`src/rtl/smii_lane_pkg.sv`:
```
package smii_lane_pkg;

    localparam int SEG_LEN = 10;
    localparam int BYTE_W  = 8;
    localparam int IDX_W   = $clog2(SEG_LEN);

    typedef struct packed {
        logic              er;
        logic              en;
        logic [BYTE_W-1:0] data;
    } tx_word_t;

    typedef struct packed {
        logic false_car;
        logic nib_ok;
        logic jabber;
        logic link;
        logic duplex;
        logic speed;
        logic prev_err;
    } rx_stat_t;

    // Build a receive segment, bit 0 first on the wire.
    function automatic logic [SEG_LEN-1:0] pack_rx_seg(
        input logic              crs,
        input logic              dv,
        input logic [BYTE_W-1:0] data,
        input rx_stat_t          st
    );
        logic [BYTE_W-1:0] body;
        body = dv ? data
                  : {1'b1, st.false_car, st.nib_ok, st.jabber,
                     st.link, st.duplex, st.speed, st.prev_err};
        return {body, dv, crs};
    endfunction

endpackage

```
`src/rtl/smii_seg_timer.sv`:
```
module smii_seg_timer
    import smii_lane_pkg::*;
#(
    parameter int COPIES = 10
) (
    input  logic             clk,
    input  logic             rst,
    input  logic             sync_i,
    input  logic             speed100_i,
    output logic [IDX_W-1:0] idx_o,
    output logic             aligned_o,
    output logic             load_o,
    output logic             commit_o
);
    localparam int REP_W = (COPIES > 1) ? $clog2(COPIES) : 1;
    localparam logic [IDX_W-1:0] LAST = IDX_W'(SEG_LEN - 1);
    localparam logic [REP_W-1:0] REP_LAST = REP_W'(COPIES - 1);

    logic [IDX_W-1:0] cnt_q;
    logic [REP_W-1:0] rep_q;
    logic             aligned_q;
    logic             first_q;
    logic             seg_ok_q;
    logic             seg_start;

    assign idx_o     = sync_i ? '0 : cnt_q;
    assign aligned_o = sync_i | aligned_q;
    assign seg_start = aligned_o && (idx_o == '0);
    assign load_o    = seg_start && (speed100_i || (rep_q == '0));
    assign commit_o  = (idx_o == LAST) && seg_ok_q && first_q;

    always_ff @(posedge clk) begin
        if (rst) begin
            cnt_q     <= '0;
            rep_q     <= '0;
            aligned_q <= 1'b0;
            first_q   <= 1'b0;
            seg_ok_q  <= 1'b0;
        end else begin
            if (sync_i)
                cnt_q <= IDX_W'(1);
            else if (cnt_q == LAST)
                cnt_q <= '0;
            else
                cnt_q <= cnt_q + IDX_W'(1);

            if (sync_i)
                aligned_q <= 1'b1;

            if (idx_o == '0)
                seg_ok_q <= aligned_o;

            if (seg_start) begin
                first_q <= speed100_i || (rep_q == '0);
                if (speed100_i || rep_q == REP_LAST)
                    rep_q <= '0;
                else
                    rep_q <= rep_q + REP_W'(1);
            end
        end
    end

    AST_SYNC_RESTART: assert property (@(posedge clk) disable iff (rst)
        sync_i |=> (cnt_q == IDX_W'(1)));
    AST_REP_RANGE: assert property (@(posedge clk) disable iff (rst)
        rep_q <= REP_LAST);
    AST_FAST_EVERY_SEG: assert property (@(posedge clk) disable iff (rst)
        (speed100_i && seg_start) |=> first_q);

endmodule

```
`src/rtl/smii_tx_deser.sv`:
```
module smii_tx_deser
    import smii_lane_pkg::*;
(
    input  logic             clk,
    input  logic             rst,
    input  logic [IDX_W-1:0] idx_i,
    input  logic             commit_i,
    input  logic             txd_i,
    output tx_word_t         word_o,
    output logic             strobe_o
);
    localparam logic [IDX_W-1:0] LAST = IDX_W'(SEG_LEN - 1);

    logic [SEG_LEN-2:0] sh_q;
    logic [SEG_LEN-1:0] full;
    tx_word_t           word_q;
    logic               stb_q;

    assign full     = {txd_i, sh_q};
    assign word_o   = word_q;
    assign strobe_o = stb_q;

    always_ff @(posedge clk) begin
        if (rst) begin
            sh_q   <= '0;
            word_q <= '0;
            stb_q  <= 1'b0;
        end else begin
            for (int b = 0; b < SEG_LEN - 1; b++)
                if (idx_i == IDX_W'(b))
                    sh_q[b] <= txd_i;
            stb_q <= commit_i;
            if (commit_i) begin
                word_q.er   <= full[0];
                word_q.en   <= full[1];
                word_q.data <= full[SEG_LEN-1:2];
            end
        end
    end

    AST_STROBE_AFTER_LAST: assert property (@(posedge clk) disable iff (rst)
        stb_q |-> $past(idx_i == LAST));
    AST_TX_HOLD: assert property (@(posedge clk) disable iff (rst)
        !stb_q |-> $stable(word_q));

endmodule

```
`src/rtl/smii_rx_ser.sv`:
```
module smii_rx_ser
    import smii_lane_pkg::*;
(
    input  logic              clk,
    input  logic              rst,
    input  logic [IDX_W-1:0]  idx_i,
    input  logic              aligned_i,
    input  logic              load_i,
    input  logic              crs_i,
    input  logic              dv_i,
    input  logic [BYTE_W-1:0] data_i,
    input  rx_stat_t          stat_i,
    output logic              rxd_o
);
    logic [SEG_LEN-1:0] hold_q;
    logic [SEG_LEN-1:0] fresh;
    logic [SEG_LEN-1:0] src;
    logic               start;

    assign fresh = pack_rx_seg(crs_i, dv_i, data_i, stat_i);
    assign src   = load_i ? fresh : hold_q;
    assign start = aligned_i && (idx_i == '0);

    always_comb begin
        if (!aligned_i)
            rxd_o = 1'b0;
        else if (idx_i == '0)
            rxd_o = src[0];
        else
            rxd_o = hold_q[idx_i];
    end

    always_ff @(posedge clk) begin
        if (rst)
            hold_q <= '0;
        else if (start)
            hold_q <= src;
    end

    AST_RX_HOLD: assert property (@(posedge clk) disable iff (rst)
        (idx_i != '0) |=> $stable(hold_q));
    AST_STATUS_MARK: assert property (@(posedge clk) disable iff (rst)
        (load_i && !dv_i) |=> hold_q[SEG_LEN-1]);

endmodule

```
`src/rtl/smii_phy_lane.sv`:
```
module smii_phy_lane
    import smii_lane_pkg::*;
#(
    parameter int COPIES = 10
) (
    input  logic       clk,
    input  logic       rst,
    input  logic       sync_i,
    input  logic       speed_100_i,
    input  logic       txd_i,
    output logic       tx_strobe_o,
    output logic       tx_er_o,
    output logic       tx_en_o,
    output logic [7:0] tx_data_o,
    input  logic       rx_crs_i,
    input  logic       rx_dv_i,
    input  logic [7:0] rx_data_i,
    input  logic       full_duplex_i,
    input  logic       link_up_i,
    input  logic       prev_rx_err_i,
    input  logic       jabber_i,
    input  logic       nibble_ok_i,
    input  logic       false_carrier_i,
    output logic       rxd_o
);
    logic [IDX_W-1:0] idx;
    logic             aligned;
    logic             load;
    logic             commit;
    tx_word_t         tx_word;
    rx_stat_t         stat;

    always_comb begin
        stat.false_car = false_carrier_i;
        stat.nib_ok    = nibble_ok_i;
        stat.jabber    = jabber_i;
        stat.link      = link_up_i;
        stat.duplex    = full_duplex_i;
        stat.speed     = speed_100_i;
        stat.prev_err  = prev_rx_err_i;
    end

    smii_seg_timer #(.COPIES(COPIES)) u_timer (
        .clk        (clk),
        .rst        (rst),
        .sync_i     (sync_i),
        .speed100_i (speed_100_i),
        .idx_o      (idx),
        .aligned_o  (aligned),
        .load_o     (load),
        .commit_o   (commit)
    );

    smii_tx_deser u_tx (
        .clk      (clk),
        .rst      (rst),
        .idx_i    (idx),
        .commit_i (commit),
        .txd_i    (txd_i),
        .word_o   (tx_word),
        .strobe_o (tx_strobe_o)
    );

    smii_rx_ser u_rx (
        .clk       (clk),
        .rst       (rst),
        .idx_i     (idx),
        .aligned_i (aligned),
        .load_i    (load),
        .crs_i     (rx_crs_i),
        .dv_i      (rx_dv_i),
        .data_i    (rx_data_i),
        .stat_i    (stat),
        .rxd_o     (rxd_o)
    );

    assign tx_er_o   = tx_word.er;
    assign tx_en_o   = tx_word.en;
    assign tx_data_o = tx_word.data;

endmodule

```
`config.mk`:
```
export PLATFORM = sky130hd
export DESIGN_NAME = smii_phy_lane
export DESIGN_NICKNAME = d
export VERILOG_FILES = /design/src/rtl/smii_lane_pkg.sv /design/src/rtl/smii_seg_timer.sv /design/src/rtl/smii_tx_deser.sv /design/src/rtl/smii_rx_ser.sv /design/src/rtl/smii_phy_lane.sv
export SDC_FILE = /design/constraint.sdc
export NUM_CORES = 1
export LEC_CHECK = 0
export BUFFER_PORTS_ARGS = -buffer_cell sky130_fd_sc_hd__buf_2
export CORE_ASPECT_RATIO = 0.5
export CORE_MARGIN = 2
export CORE_UTILIZATION = 45
export CTS_BUF_LIST = sky130_fd_sc_hd__clkbuf_8
export DETAILED_ROUTE_END_ITERATION = 16
export MAX_ROUTING_LAYER = met4
export PLACE_DENSITY = 0.68
export SLEW_MARGIN = 5
export SYNTH_ARGS = -nofsm -noshare
export SYNTH_HDL_FRONTEND = slang
export SYNTH_HIERARCHICAL = 1
export SYNTH_SLANG_ARGS = --single-unit
export TNS_END_PERCENT = 1
```
`constraint.sdc`:
```
create_clock -name clk -period 5.6 [get_ports clk]
set_input_delay 0 -clock clk [delete_from_list [all_inputs] [get_ports clk]]
set_output_delay 0 -clock clk [all_outputs]
set_load 0.02 [all_outputs]
```
Word level (Yosys, flattened, before mapping):

Cells that the tools add are included.

* output and inout port bits: 12
* input port bits: 21
* word-level logic and storage cells: 56
* register bits after elaboration: 41

* reductions and logical operators: 10
* equality and inequality tests: 11
* order comparisons: 1
* add/sub/neg operators: 2
* mux-type cells: 10
* bitwise operators: 1

Operators with widths (number)
* $eq 4x3->1 const B: 4
* $eq 4x4->1 const B: 4
* $add 4x1->4 const B: 2
* $eq 4x2->1 const B: 2
* $logic_not 4->1: 2
* $mux 4: 2
* $mux 8: 1
* $mux 1: 6
* $lt 4x5->1 const B: 1
* $bmux 1 s4: 1
* $eq 4x1->1 const B: 1
* $logic_and 1x1->1: 4
* $reduce_or 3->1: 1
* $logic_or 1x1->1: 2
* $reduce_and 2->1: 1
* $or 1x1->1: 1

Longest topological paths before layout:

* word-level depth: 7
* gate-level depth with buffers: 7

Modules after synthesis:

Netlist, hierarchy kept.

By module, submodules not included
* smii_tx_deser: seq. area each 400.4 µm², instances 1, cells an instance 76, area each 848.3 µm²
* smii_rx_ser: seq. area each 200.2 µm², instances 1, cells an instance 61, area each 670.6 µm²
* smii_seg_timer: seq. area each 220.2 µm², instances 1, cells an instance 72, area each 615.6 µm²

Worst setup path before layout:

Ideal clock, no wire load.

* path type: register to output
* from: reg u_timer.cnt_q[3]
* to: out rxd_o
* path buffers: 1
* arrival: 1.926 ns
* setup slack: 3.674 ns
* required time: 5.600 ns
* stages on the path, launching flop included: 6
* path through: dfxtp_1 nor2b_1 buf_2 and4b_1 o311ai_0 o211ai_1

* longest elaborated chain between the ends: 7
* elaborated cells on any way between the ends: 9
* those cells by class: mux: 6; reduce/logical: 3

Ends and longest elaborated chain
* start, declared: line smii_seg_timer.sv:19 `logic [IDX_W-1:0] cnt_q;`
* start signal, assigned: line smii_seg_timer.sv:45 `cnt_q <= cnt_q + IDX_W'(1);`
* $mux 4 (*): line smii_seg_timer.sv:26 `assign idx_o = sync_i ? '0 : cnt_q;`
* named net idx[3]: line smii_phy_lane.sv:26 `logic [IDX_W-1:0] idx;`
* parallel branches: the longest is 4 deep, another holds $bmux 1 s4
* $mux 1 (*): line smii_rx_ser.sv:27 `else if (idx_i == '0)`
* $mux 1 (*): line smii_rx_ser.sv:25 `if (!aligned_i)`
* end, declared: line smii_phy_lane.sv:24 `output logic rxd_o`

Mark *: on every way through the listed nets, which the timed path passes. The select of a mux whose other input is x is not followed.

Worst setup path in the final report:

Same ends and word-level chain as after synthesis.

==> impl.org <==
** Detailed routing
- In the routed design, unresolved DRC markers number 0.
- The first TritonRoute pass finished after 4 iterations.
- The detail route stage leaves a number of antenna-violating nets equal to 0.
- Number of vias per cell after detailed routing :: 5.199
- Number of DRC markers in iteration 0 :: 129
- The routed layout has 1591 vias.
- Summed over all layers, the routed wires come to 4098 microns.
- After detailed routing, the average wire length per cell comes to 13.39 microns.

** GRT
- For this run the aggregate overflow at the end of global routing stands at 0.
- The via count of the first global-routing pass came to 1487.
- For this run, the total global-route usage over all layers was measured as 0.1692.
- First-pass GRT wire length :: 6734 microns
- Number of antenna violations at the first check in global routing :: 0
- Entering global routing, the biggest net connects 44 pins.

** CTS
- CTS tree :: done
- Maximum number of buffers from clock root to sink :: 2
- Resized cells post-CTS :: 0
- The number of setup buffers added after CTS is 0.
- Clock-pin slew was measured on the worst setup and hold paths at 0.09 ns.
- In this run the number of H-tree levels came out at 2.
- The clock reaches the later pin of the worst-skew pair after 0.30 ns.
- Counting the buffers created by CTS gives 5.
- Clk root buf :: clkbuf_8
- Sink count of the clock tree :: 41

** Critical path
- For the worst setup path, the data arrival time is 2.68 ns.
- Maximum fanout along the worst path :: 17
- Broken down by cell family, the worst path's largest delay share belongs to simple AND/OR/NAND/NOR gates.
- Slowest CP cell :: nor2b_1
- The worst register-to-register path ends at u_rx/hold_q[9]$_SDFFE_PP0P_.
- In this run the register-to-register setup slack is 3.42 ns.
- The number of buffers and inverters on the critical path is 1.
- Data on the critical path is required at its endpoint by 5.60 ns.
- Chain of cells forming the critical path :: nor2b_1 > and4b_1 > o311ai_0 > o211ai_1 > buf_2
- The worst setup path is launched from a flop.
- The largest single stage delay on the critical path is 0.98 ns.
- Setup Crit Path Kind :: flop to output pin
- STA classifies the critical path endpoint as an output pin.
- Cells on worst reg2reg path :: 4
- In this run the critical register-to-register path is launched from u_timer/cnt_q[3]$_SDFF_PP0_.

** Timing
- Clock skew on the completed layout was measured at 0.007505 ns.
- Once routing completed, OpenROAD measured the worst setup slack at 2.918 ns.
- Timing would allow up to 372.9 MHz.
- Worst relative slew slack :: 0.1914
- Transition time at the pin with the least slew margin :: 1.210 ns
- Unrepaired setup endpoints after global routing :: false
- Final setup TNS :: 0 ns
- On the final layout, the worst hold slack is 0.05369 ns.
- The number of hold-slack violations in the final timing report is 0.
- The worst path in the final design needs a cycle of 2.682 ns, including I/O delays and setup.
- Final setup violating endpoints :: 0
- The number of max-slew violations in the final report was 0.
- Period utilization :: 0.4788

** Synth
- Fraction of registers with async set/reset :: 0
- Mapped Avg Cell Area :: 10.21 sq um
- Combined area of all synthesized cells :: 2135 sq um
- Top cell type's share of synthesized area :: 0.3845
- Synthesis produced 209 cells.
- Synth area leader :: dfxtp_1
- In this run, distinct cell masters in the synthesized netlist total 45.
- Synthesized net count :: 235
- Post-synthesis register bit count :: 41
- After synthesis, the cell types taking the most area are dfxtp_1, mux2i_1, a211oi_2.
- Of the synthesized area, sequential elements account for 0.3845.
- In the post-synthesis netlist, the cell with the most instances is dfxtp_1.
- Total number of yosys warnings :: 6
- Counting flops with a built-in enable in the synthesized netlist gives 0.
- In the synthesized netlist the dominant register cell turns out to be dfxtp_1.
- Sorting the synthesized cells by how often they occur yields dfxtp_1, mux2i_1, nor2_1, a21oi_1, nand2b_1.

** Place
- Detailed placer's ending HPWL :: 2716 microns
- Weighted congestion at the end of routability-driven global placement :: 0.7338
- The number of placed instances, taps included, is 295.
- Once placement finished, the instance area stood at 2325 sq um.
- Post-Place Worst Slack :: 3.270 ns
- During placement, the flow inserted port buffers numbering 32.

** Power
- In this run the static leakage power is 0.9254 nW.
- Design Power :: 596.8 uW
- For this design the ratio of total power to cell area is 244.1 nW/um^2.
- Across the VDD grid, the largest voltage drop is 0.08281 mV.

** Cells and area
- Growth of design area from synthesis to finish :: 14.54%
- In the final layout, the share of cells above drive strength 1 is 0.2917.
- Leaving out filler cells and counting taps, the final layout contains 306.
- Area of all placed cells without fillers :: 2445 sq um
- The net count of the finished layout is 265.
- ANT cells :: 0
- Once layout is complete, the utilization of the core stands at 0.5447.

** Flow run
- Number of max-cap violations :: 0

** Floorplan
- The floorplan step defined a core boundary enclosing 4488 sq um.
- The floorplan has 17 rows.
- The die covers 5344 sq um.
- The floorplan step set the die height to 52.70 microns.
- For this configuration, the core starts out at a cell density of 0.4756.
- Number of top-level pins :: 33
- The die is 101.4 microns wide.

** Min path
- Endpoint, Worst Hold :: u_timer/cnt_q[1]$_SDFF_PP0_
- Worst min-delay path class :: input pin to flop
- In this run the most critical hold path is launched from sync_i.
- Along the worst hold path, the cell count comes to 2.

** Run status
- The run finished with clean final reports.
[layer usage]
metal,track usage,vias up,share of wire
li1,-,815,-
met4,0.06757,0,0.0061
met3,0.04533,3,0.041
met1,0.2125,740,0.51
met5,-,-,0
met2,0.2627,33,0.44
[cells in the final DEF, fill, tap and decap left out, drive strengths merged, types with 2 or more instances in the layout]
master,count
dfxtp,41
buf,33
mux2i,26
nor2,20
a21oi,19
nand2b,11
a211oi,8
inv,7
nand3,6
clkbuf,5
nor2b,5
nand2,5
ha,5
nor4b,4
nor3,4
o21ai,4
dlygate4sd3,3
mux2,3
nand4b,3
and4bb,3
or3b,3
nor4bb,2
nor3b,2
nor4,2
[cells by family after synthesis]
group                    count (synthesis)  synth area share
adder cells (fa/ha/maj)                  5           0.02931
flip-flops                              41            0.3845
multiplexers                            30            0.1483
XOR/XNOR                                 1          0.004104
AND/OR/NAND/NOR                         75            0.2550
AO/OA/AOI/OAI                           38            0.1378
buffers and inverters                   19           0.04103
[state kept, by name, summed over array words and instances, names as in the netlist]
signal and flops:
u_timer/first_q 1, u_tx/strobe_o 1, u_timer/cnt_q 4, u_rx/hold_q 10, u_tx/word_o 10, u_timer/seg_ok_q 1
u_timer/rep_q 4, u_tx/sh_q 9, u_timer/aligned_q 1
[layout make-up]
class	instances	area, sq um
Multi-Input combinational cell	149	1231
Timing Repair Buffer	36	197.7
Clock buffer	5	68.82
Tap cell	66	82.58
Clock inverter	3	21.27
Sequential cell	41	820.8
Fill cell	419	2043
Inverter	6	22.52
[power breakdown]
group          internal (mW)  leakage [nW]  switching, mW
clock network         0.0884        0.0445          0.110
logic                 0.0399         0.547         0.0462
registers              0.303         0.334        0.00891
total                  0.432         0.925          0.165
[how the worst max path moves through the flow]
| stage | startpoint | end | slack (ns) | cells past startpoint |
|---|---|---|---|---|
| after CTS | u_timer/cnt_q[3]$_SDFF_PP0_ | rxd_o | 2.92 | 5 |
| after floorplan | u_timer/cnt_q[3]$_SDFF_PP0_ | rxd_o | 3.67 | 5 |
| after global placement | u_timer/cnt_q[3]$_SDFF_PP0_ | rxd_o | 3.35 | 5 |
| final | u_timer/cnt_q[3]$_SDFF_PP0_ | rxd_o | 2.92 | 5 |
| after detailed placement | u_timer/cnt_q[3]$_SDFF_PP0_ | rxd_o | 3.27 | 5 |
| after global routing | u_timer/cnt_q[3]$_SDFF_PP0_ | rxd_o | 2.66 | 5 |
[what timing repair did]
item / in CTS / in global routing
endpoints found under the setup margin: 0 / 0
endpoints found under the hold margin: 3 / 0
hold buffers: 3 / 0
Power figures use the tool's default switching activity.
